### src/rtl/stx_pkg.sv
// Package: shared state encoding for the sector transfer sequencer.
// Assumes nothing beyond 1800-2017 enum support.
package stx_pkg;
    typedef enum logic [1:0] {
        ST_IDLE = 2'd0,   // no transfer, waiting for start or status
        ST_DATA = 2'd1,   // sector bytes moving
        ST_WAIT = 2'd2,   // all bytes moved, waiting for status byte
        ST_STAT = 2'd3    // status byte offered on the data register
    } stx_state_t;
endpackage

### src/rtl/stx_counter.sv
// Byte index counter. Clears on clr, advances on inc, and flags the last index.
// Assumes clr and inc are never needed together with inc winning.
module stx_counter #(
    parameter int SECTOR_BYTES = 512,
    localparam int AW = $clog2(SECTOR_BYTES)
) (
    input  logic          clk,
    input  logic          rst_n,
    input  logic          clr,
    input  logic          inc,
    output logic [AW-1:0] cnt,
    output logic          last
);
    localparam logic [AW-1:0] LAST_IDX = AW'(SECTOR_BYTES - 1);

    // Counter register: reset and clear take priority over advance.
    always_ff @(posedge clk) begin
        if (!rst_n || clr) cnt <= '0;
        else if (inc)      cnt <= cnt + 1'b1;
    end

    // Last-index decode.
    always_comb last = (cnt == LAST_IDX);
endmodule

### src/rtl/stx_drq.sv
// DMA request generator. Requests while in the DMA data phase, drops for one
// cycle after each accepted byte, and is held low while busy or on light reset.
// Assumes dma_phase is already registered state.
module stx_drq (
    input  logic clk,
    input  logic rst_n,
    input  logic clr,
    input  logic dma_phase,
    input  logic take,
    input  logic busy,
    output logic drq
);
    // Request register: re-arms one cycle after each taken byte.
    always_ff @(posedge clk) begin
        if (!rst_n) drq <= 1'b0;
        else        drq <= !clr && dma_phase && !take && !busy;
    end
endmodule

### src/rtl/stx_ctrl.sv
// Transfer control FSM. Qualifies host strobes against the current mode,
// sequences data, wait and status phases, holds the status byte and irq.
// Assumes strobes are single-cycle pulses synchronous to clk.
module stx_ctrl
    import stx_pkg::*;
#(
    parameter int DATA_W = 8
) (
    input  logic              clk,
    input  logic              rst_n,
    input  logic              light_rst,
    input  logic              xfer_start,
    input  logic              xfer_rd,
    input  logic              dma_en,
    input  logic              irq_en,
    input  logic              fw_busy,
    input  logic              stat_load,
    input  logic [DATA_W-1:0] stat_byte,
    input  logic              io_rd,
    input  logic              io_wr,
    input  logic              data_sel,
    input  logic              dack,
    input  logic              drq,
    input  logic              cnt_last,
    output stx_state_t        st,
    output logic              take,
    output logic              cnt_clr,
    output logic              dir_rd_q,
    output logic              dma_q,
    output logic [DATA_W-1:0] stat_q,
    output logic              irq
);
    logic strobe_ok;
    logic take_stat;
    logic load_ok;

    // Strobe qualification: direction, DMA/PIO match and busy gate.
    always_comb begin
        strobe_ok = data_sel && !fw_busy && (dir_rd_q ? io_rd : io_wr);
        take      = (st == ST_DATA) && strobe_ok && (dma_q ? (dack && drq) : !dack);
        take_stat = (st == ST_STAT) && data_sel && !fw_busy && io_rd && !dack;
        load_ok   = stat_load && ((st == ST_WAIT) || (st == ST_IDLE && !xfer_start));
        cnt_clr   = light_rst || (st == ST_IDLE && xfer_start);
    end

    // Phase sequencing.
    always_ff @(posedge clk) begin
        if (!rst_n || light_rst) begin
            st <= ST_IDLE;
        end else begin
            unique case (st)
                ST_IDLE: if (xfer_start)            st <= ST_DATA;
                         else if (stat_load)        st <= ST_STAT;
                ST_DATA: if (take && cnt_last)      st <= ST_WAIT;
                ST_WAIT: if (stat_load)             st <= ST_STAT;
                ST_STAT: if (take_stat)             st <= ST_IDLE;
                default:                            st <= ST_IDLE;
            endcase
        end
    end

    // Mode latch: direction and DMA choice held for the whole transfer.
    always_ff @(posedge clk) begin
        if (!rst_n) begin
            dir_rd_q <= 1'b0;
            dma_q    <= 1'b0;
        end else if (st == ST_IDLE && xfer_start && !light_rst) begin
            dir_rd_q <= xfer_rd;
            dma_q    <= dma_en;
        end
    end

    // Status byte holding register.
    always_ff @(posedge clk) begin
        if (!rst_n)                   stat_q <= '0;
        else if (load_ok && !light_rst) stat_q <= stat_byte;
    end

    // Completion interrupt: set on status load if enabled, cleared on status read.
    always_ff @(posedge clk) begin
        if (!rst_n || light_rst)  irq <= 1'b0;
        else if (load_ok)         irq <= irq_en;
        else if (take_stat)       irq <= 1'b0;
    end
endmodule

### src/rtl/stx_sequencer.sv
// Top of the sector transfer sequencer. Connects the control FSM, the byte
// counter and the DMA request generator to the host, firmware and buffer ports.
// Assumes the sector buffer returns read data combinationally from buf_addr.
module stx_sequencer
    import stx_pkg::*;
#(
    parameter int SECTOR_BYTES = 512,
    parameter int DATA_W       = 8,
    localparam int AW          = $clog2(SECTOR_BYTES)
) (
    input  logic              clk,
    input  logic              rst_n,
    input  logic              light_rst,
    input  logic              xfer_start,
    input  logic              xfer_rd,
    input  logic              dma_en,
    input  logic              irq_en,
    input  logic              fw_busy,
    input  logic              stat_load,
    input  logic [DATA_W-1:0] stat_byte,
    output logic              xfer_done,
    input  logic              io_rd,
    input  logic              io_wr,
    input  logic              data_sel,
    input  logic              dack,
    input  logic [DATA_W-1:0] host_wdata,
    output logic [DATA_W-1:0] host_rdata,
    output logic              drq,
    output logic              irq,
    output logic [AW-1:0]     buf_addr,
    output logic              buf_we,
    output logic [DATA_W-1:0] buf_wdata,
    input  logic [DATA_W-1:0] buf_rdata
);
    stx_state_t        st;
    logic              take;
    logic              cnt_clr;
    logic              dir_rd_q;
    logic              dma_q;
    logic [DATA_W-1:0] stat_q;
    logic [AW-1:0]     cnt;
    logic              cnt_last;
    logic              dma_phase;

    stx_ctrl #(.DATA_W(DATA_W)) u_ctrl (
        .clk(clk), .rst_n(rst_n), .light_rst(light_rst),
        .xfer_start(xfer_start), .xfer_rd(xfer_rd), .dma_en(dma_en),
        .irq_en(irq_en), .fw_busy(fw_busy), .stat_load(stat_load),
        .stat_byte(stat_byte), .io_rd(io_rd), .io_wr(io_wr),
        .data_sel(data_sel), .dack(dack), .drq(drq), .cnt_last(cnt_last),
        .st(st), .take(take), .cnt_clr(cnt_clr), .dir_rd_q(dir_rd_q),
        .dma_q(dma_q), .stat_q(stat_q), .irq(irq)
    );

    stx_counter #(.SECTOR_BYTES(SECTOR_BYTES)) u_cnt (
        .clk(clk), .rst_n(rst_n), .clr(cnt_clr), .inc(take),
        .cnt(cnt), .last(cnt_last)
    );

    stx_drq u_drq (
        .clk(clk), .rst_n(rst_n), .clr(light_rst), .dma_phase(dma_phase),
        .take(take), .busy(fw_busy), .drq(drq)
    );

    // Output steering: buffer port, read mux and completion flag.
    always_comb begin
        dma_phase  = (st == ST_DATA) && dma_q;
        buf_addr   = cnt;
        buf_we     = take && !dir_rd_q;
        buf_wdata  = host_wdata;
        host_rdata = (st == ST_STAT) ? stat_q : buf_rdata;
        xfer_done  = (st == ST_WAIT);
    end
endmodule

### config.mk
export PLATFORM = sky130hd
export DESIGN_NAME = stx_sequencer
export DESIGN_NICKNAME = d
export VERILOG_FILES = /design/src/rtl/stx_pkg.sv /design/src/rtl/stx_counter.sv /design/src/rtl/stx_drq.sv /design/src/rtl/stx_ctrl.sv /design/src/rtl/stx_sequencer.sv
export SDC_FILE = /design/constraint.sdc
export NUM_CORES = 1
export LEC_CHECK = 0
export BUFFER_PORTS_ARGS = -buffer_cell sky130_fd_sc_hd__buf_4
export CAP_MARGIN = 20
export CELL_PAD_IN_SITES_DETAIL_PLACEMENT = 1
export CELL_PAD_IN_SITES_GLOBAL_PLACEMENT = 2
export CORE_MARGIN = 5
export CORE_UTILIZATION = 23
export DETAILED_ROUTE_END_ITERATION = 8
export GPL_ROUTABILITY_DRIVEN = 0
export PLACE_DENSITY_LB_ADDON = 0.1
export SLEW_MARGIN = 0
export SYNTH_ARGS = -nofsm -noshare
export SYNTH_HDL_FRONTEND = slang
export SYNTH_SLANG_ARGS = --single-unit
### constraint.sdc
create_clock -name clk -period 1.77 [get_ports clk]
set_clock_uncertainty 0.05 [all_clocks]
set_input_delay 0.0885 -clock clk [delete_from_list [all_inputs] [get_ports clk]]
set_output_delay 0.0885 -clock clk [all_outputs]
set_load 0.02 [all_outputs]
=== Word level (Yosys, flattened, before mapping) ===
Index checks and enable logic that the tools add are counted.

* Bits in registers: 23
* Latch bits: 0
* Bits in writable memories: 0
* Bits in read-only memories: 0
* Input port bits: 37
* Word-level logic and storage cells: 58
* Memories kept: 0

* $add $sub $neg: 1
* Multiply operators: 0
* Div/mod/pow operators: 0
* $lt $le $gt $ge: 0
* Equal/unequal tests: 6
* Shift operators: 0
* Mux-type cells: 10
* Bitwise operators: 0
* Reductions and logical operators: 34

{| class="wikitable"
|+ Operators with widths
! kind !! number
|-
| $logic_and 1x1->1 || 20
|-
| $add 9x1->9 const B || 1
|-
| $eq 9x9->1 const B || 1
|-
| $mux 2 || 4
|-
| $mux 8 || 1
|-
| $pmux 2 s4 || 1
|-
| $logic_not 1->1 || 7
|-
| $eq 2x2->1 const B || 2
|-
| $logic_or 1x1->1 || 4
|-
| $mux 1 || 4
|-
| $ne 2x1->1 const B || 2
|-
| $eq 2x1->1 const B || 1
|-
| $logic_not 2->1 || 1
|-
| $reduce_and 2->1 || 1
|-
| $reduce_bool 2->1 || 1
|}

=== Longest topological paths before layout ===
* Depth in word-level cells: 8
* Gate-level depth with buffers: 8
* Gate-level depth less buffers: 8

=== Hierarchy ===
A second synthesis with hierarchy kept.

* Cell total of the unflattened synthesis: 146
* Area, all modules: 1378.8 um2

{| class="wikitable"
|+ Modules (own cells, without submodules)
! module !! instances !! cells an instance !! area an instance (um2) !! sequential area each (um2)
|-
| stx_ctrl || 1 || 78 || 763.2 || 260.2
|-
| stx_counter || 1 || 44 || 401.6 || 180.2
|-
| stx_sequencer || 1 || 21 || 178.9 || 0.0
|-
| stx_drq || 1 || 3 || 35.0 || 20.0
|}

=== Worst setup path after synthesis ===
No wires, ideal clock.

* Kind: reg2reg
* Start point: reg u_ctrl.st[1]
* End point: reg u_cnt.cnt[7]
* Arrival: 1.656 ns
* Required time: 1.650 ns
* Path slack: -0.006 ns
* Cell stages (with the launch flop): 8
* Path buffers: 1
* Clock period less this slack: 1.776 ns
* Cell sequence: dfxtp_1 inv_1 ha_1 and3b_4 o211ai_2 buf_6 or4_1 a21oi_1

* Longest elaborated chain between the ends: 4
* Elaborated cells on any way between the ends: 7
* Those cells by class: eq/ne (1); reduce/logical (6)

{| class="wikitable"
|+ RTL lines
! item !! line !! source
|-
| start: declaration || stx_ctrl.sv:25 || <nowiki>output stx_state_t st,</nowiki>
|-
| start signal: assignment || stx_ctrl.sv:49 || <nowiki>st <= ST_IDLE;</nowiki>
|-
| start signal: assignment || stx_ctrl.sv:52 || <nowiki>ST_IDLE: if (xfer_start) st <= ST_DATA;</nowiki>
|-
| start signal: assignment || stx_ctrl.sv:53 || <nowiki>else if (stat_load) st <= ST_STAT;</nowiki>
|-
| $logic_not 2->1 || stx_ctrl.sv:43 || <nowiki>cnt_clr = light_rst || (st == ST_IDLE && xfer_start);</nowiki>
|-
| $logic_and 1x1->1 || stx_ctrl.sv:43 ||
|-
| $logic_or 1x1->1 || stx_ctrl.sv:43 ||
|-
| $logic_or 1x1->1 || stx_counter.sv:18 || <nowiki>if (!rst_n || clr) cnt <= '0;</nowiki>
|-
| end signal: assignment || stx_counter.sv:19 || <nowiki>else if (inc) cnt <= cnt + 1'b1;</nowiki>
|-
| end: declaration || stx_counter.sv:11 || <nowiki>output logic [AW-1:0] cnt,</nowiki>
|}

Parallel ways exist; a longest one is shown, timed or not.
A chain may end at the register's enable or synchronous reset.

=== Worst setup path after layout ===
* Start point: reg u_ctrl.dir_rd_q
* End point: out buf_we

* Longest elaborated chain between the ends: 5
* Elaborated cells on any way between the ends: 6
* Those cells by class: mux (1); reduce/logical (5)

{| class="wikitable"
|+ RTL lines
! item !! line !! source
|-
| start: declaration || stx_ctrl.sv:28 || <nowiki>output logic dir_rd_q,</nowiki>
|-
| start signal: assignment || stx_ctrl.sv:68 || <nowiki>dir_rd_q <= xfer_rd;</nowiki>
|-
| $mux 1 || stx_ctrl.sv:39 || <nowiki>strobe_ok = data_sel && !fw_busy && (dir_rd_q ? io_rd : io_wr);</nowiki>
|-
| $logic_and 1x1->1 || stx_ctrl.sv:39 ||
|-
| $logic_and 1x1->1 (2 in series) || stx_ctrl.sv:40 || <nowiki>take = (st == ST_DATA) && strobe_ok && (dma_q ? (dack && drq) : !dack);</nowiki>
|-
| $logic_and 1x1->1 * || stx_sequencer.sv:69 || <nowiki>buf_we = take && !dir_rd_q;</nowiki>
|-
| end: declaration || stx_sequencer.sv:31 || <nowiki>output logic buf_we,</nowiki>
|}

Every way passes the cells marked *; elsewhere a longest branch is shown, timed or not.

==> results.json <==
{
  "hold_path.class": "input port to flip-flop",
  "grt_usage": 0.113,
  "clock.fmax_mhz": 584,
  "netlist_area_um2": 1350,
  "hold_buffers": 0,
  "vias": 1302,
  "rsz0062_at_grt": "true",
  "maxSlewHeadroom": 0.783,
  "maxCapViolCount": 0,
  "clock_latency_ns": 0.27,
  "path_max_fanout": 5,
  "worst-setup-path-type": "flip-flop to output port",
  "irDropWorstVdd_mv": 0.235,
  "drtAntennaViolNets": 0,
  "drt-initial-drc-count": 24,
  "fin_crit_ns": 1.71,
  "clock_path_buffers": 2,
  "finalNonFillerCells": 276,
  "endpoint_kind": "output port",
  "powerDensity_nw_per_um2": 574,
  "finish.instance_area_um2": 2000,
  "combPwrFrac": 0.219,
  "die_x_um": 86.5,
  "cts_made_buffers": 3,
  "io_buffers": 49,
  "grt_pass1_vias": 1413,
  "netlist_instances": 146,
  "outcome": "completed",
  "wl_um": 4430,
  "setup_viol": 0,
  "ys_seq_elements": 23,
  "crit_path_top_delay_cell": "dfxtp_1",
  "core-area_um2": 5610,
  "final_util": 0.357,
  "start_util": 0.240,
  "cts-htree-levels": 1,
  "fin_crit_sh": 0.967,
  "num-fill-cells": 663,
  "synth_top_area_share": 0.342,
  "crit_path_max_incr_delay_ns": 0.46,
  "ios": 66,
  "intPower_w": 0.000824,
  "pwr-share-seq": 0.474,
  "synth_nets": 190,
  "grt_max_degree": 14,
  "drc": 0,
  "viasPerCell": 4.72,
  "rows": 27,
  "power.switching_fraction": 0.282,
  "numClockSinks": 23,
  "drive_above_1_share": 0.500,
  "final_nets": 249,
  "die-area_um2": 7490,
  "finalHoldViolations": 0,
  "placed_area_um2": 1840,
  "clkPwrFrac": 0.307,
  "tightest_slew_ns": 0.323,
  "n_antenna_cell": 0,
  "die_h_um": 86.5,
  "drv_slew": 0,
  "clk_pin_slew_ns": 0.09,
  "root_buffer": "clkbuf_8",
  "ys_types": 38,
  "antenna_found_initial": 0,
  "crit_required_ns": 1.63,
  "p_leak_nw": 0.856,
  "syn_area_per_cell_um2": 9.23,
  "worst_ep_arrival_time_ns": 1.57,
  "tritoncts": "done",
  "yosysWarningCount": 0,
  "wire_per_inst_um": 16.1,
  "startpoint_type": "flip-flop",
  "grt_pass1_wl_um": 6740,
  "yosysSeqAreaShare": 0.342,
  "crit_chain": "mux2_4 -> o211ai_4 -> buf_4 -> nor2_4 -> buf_6",
  "switchingPower_w": 0.000323,
  "power_w": 0.00115,
  "post-dp-hpwl_um": 3430,
  "post_synth_main_area_contributors": "dfxtp_1 34%, mux2i_1 7.4%, mux2_2 6.7%, ha_1 6.5%, nor2b_1 5.6%",
  "synth_area_leader_cell": "dfxtp_1",
  "grt_overflow_total": 0,
  "dp_cells": 268,
  "firstDrtPassIters": 4,
  "areaGrowthSynthToFinish_pct": 48.4
}
-- registers in the layout, summed over array words and instances (netlist names) --
name / count
u_ctrl.dir_rd_q: 1
u_ctrl.dma_q: 1
u_drq.drq: 1
u_ctrl.irq: 1
u_ctrl.st: 2
u_cnt.cnt: 9
u_ctrl.stat_q: 8
-- cell type report --
| type | count | area [um2] | share of cell area |
|---|---|---|---|
| well taps | 72 | 90.1 | 0.0451 |
| repair buffers | 65 | 512 | 0.256 |
| inverters | 5 | 18.8 | 0.00939 |
| clock buffers | 3 | 41.3 | 0.0207 |
| flip-flops and latches | 23 | 465 | 0.233 |
| multi-input cells | 107 | 867 | 0.434 |
| clock inverters | 1 | 5.00 | 0.00250 |
-- placed cells by master, fill, tap and decap left out, types with 2 or more instances in the layout --
cell      instances
o211ai_1          3
inv_1             5
nand2_1          11
o31ai_1           2
mux2i_1           9
or4_1             3
clkbuf_8          3
o211ai_2          2
o21ai_0           4
nor2_1            6
nor2b_1          11
mux2_2            8
nand3_1           3
buf_4            61
a211oi_2          3
dfxtp_1          19
dfxtp_2           4
ha_1              3
a21oi_1          10
ha_2              3
buf_6             3
-- routing by layer --
layer | up-vias | wire, um | track usage
met3 | 5 | 424 | 0.0437
met2 | 48 | 2050 | 0.191
met1 | 612 | 1900 | 0.130
met5 | - | 0 | 0
li1 | 637 | - | -
met4 | 0 | 58 | 0.0382
-- cells by family after synthesis --
kind of cell	synth area share
simple gates	0.193
compound gates	0.160
flops	0.342
mux	0.152
buf+inv	0.0752
fa+ha+maj	0.0650
xor+xnor	0.0130
-- power groups by stage --
stage / combinational [W] / sequential (W) / clock (W)
2_1_floorplan: 0.000149 / 0.000552 / 0
3_3_place_gp: 0.000230 / 0.000553 / 0
3_5_place_dp: 0.000234 / 0.000554 / 0
4_1_cts: 0.000237 / 0.000542 / 0.000373
5_1_grt: 0.000275 / 0.000546 / 0.000386
6_report: 0.000251 / 0.000544 / 0.000352
-- worst paths after layout --
check	start	end	slack (ns)	cells past startpoint
min reg2reg	u_ctrl.irq$_SDFFE_PP0P_	u_ctrl.irq$_SDFFE_PP0P_	0.46	2
max	u_ctrl.dir_rd_q$_SDFFE_PN0P_	buf_we	0.06	5
max reg2reg	u_ctrl.st[1]$_SDFFE_PP0P_	u_ctrl.st[0]$_SDFFE_PP0P_	0.07	7
min	stat_byte[7]	u_ctrl.stat_q[7]$_SDFFE_PN0P_	0.01	3
-- critical path: cells and delay by family, from the launching register on --
kind	cells	cell delay [ns]
DFF	1	0.46
muxes	1	0.37
buffers and inverters	2	0.31
AOI/OAI and AO/OA	1	0.11
and+or+nand+nor	1	0.04
-- cell usage after synthesis (all sizes together) --
library cell	n
nand4bb	1
nand2b	1
o211ai	5
a211oi	4
o21ai	4
clkbuf	1
o31ai	2
or3	2
nor2b	12
a21o	1
and3	1
mux2	9
a221oi	2
nor3	1
a21oi	10
xor2	1
o2111ai	1
buf	11
ha	7
nand3	3
or4	3
mux2i	10
and3b	1
inv	5
nand3b	1
nor2	8
xnor2	1
and2	1
nand4	1
o211a	1
a31o	1
nand2	11
dfxtp	23
-- metrics by stage --
step,hold WS [ns],setup TNS (ns),setup WS [ns]
2_1_floorplan,0.204,0,0.00535
3_3_place_gp,0.127,0,0.0452
3_5_place_dp,0.127,-0.0107,-0.0107
4_1_cts,0.0105,0,0.00299
5_1_grt,0.0275,-0.0380,-0.0363
6_report,0.0139,0,0.0582
-- what timing repair did --
action                                  4_1_cts  5_1_grt
endpoints found under the setup margin        3       20
cloned                                        0        2
hold endpoints to repair                      0        0
pin swaps                                     2        6
resized for setup                             4       20
setup buffers                                 0        2
(Power assumes the default switching activity.)
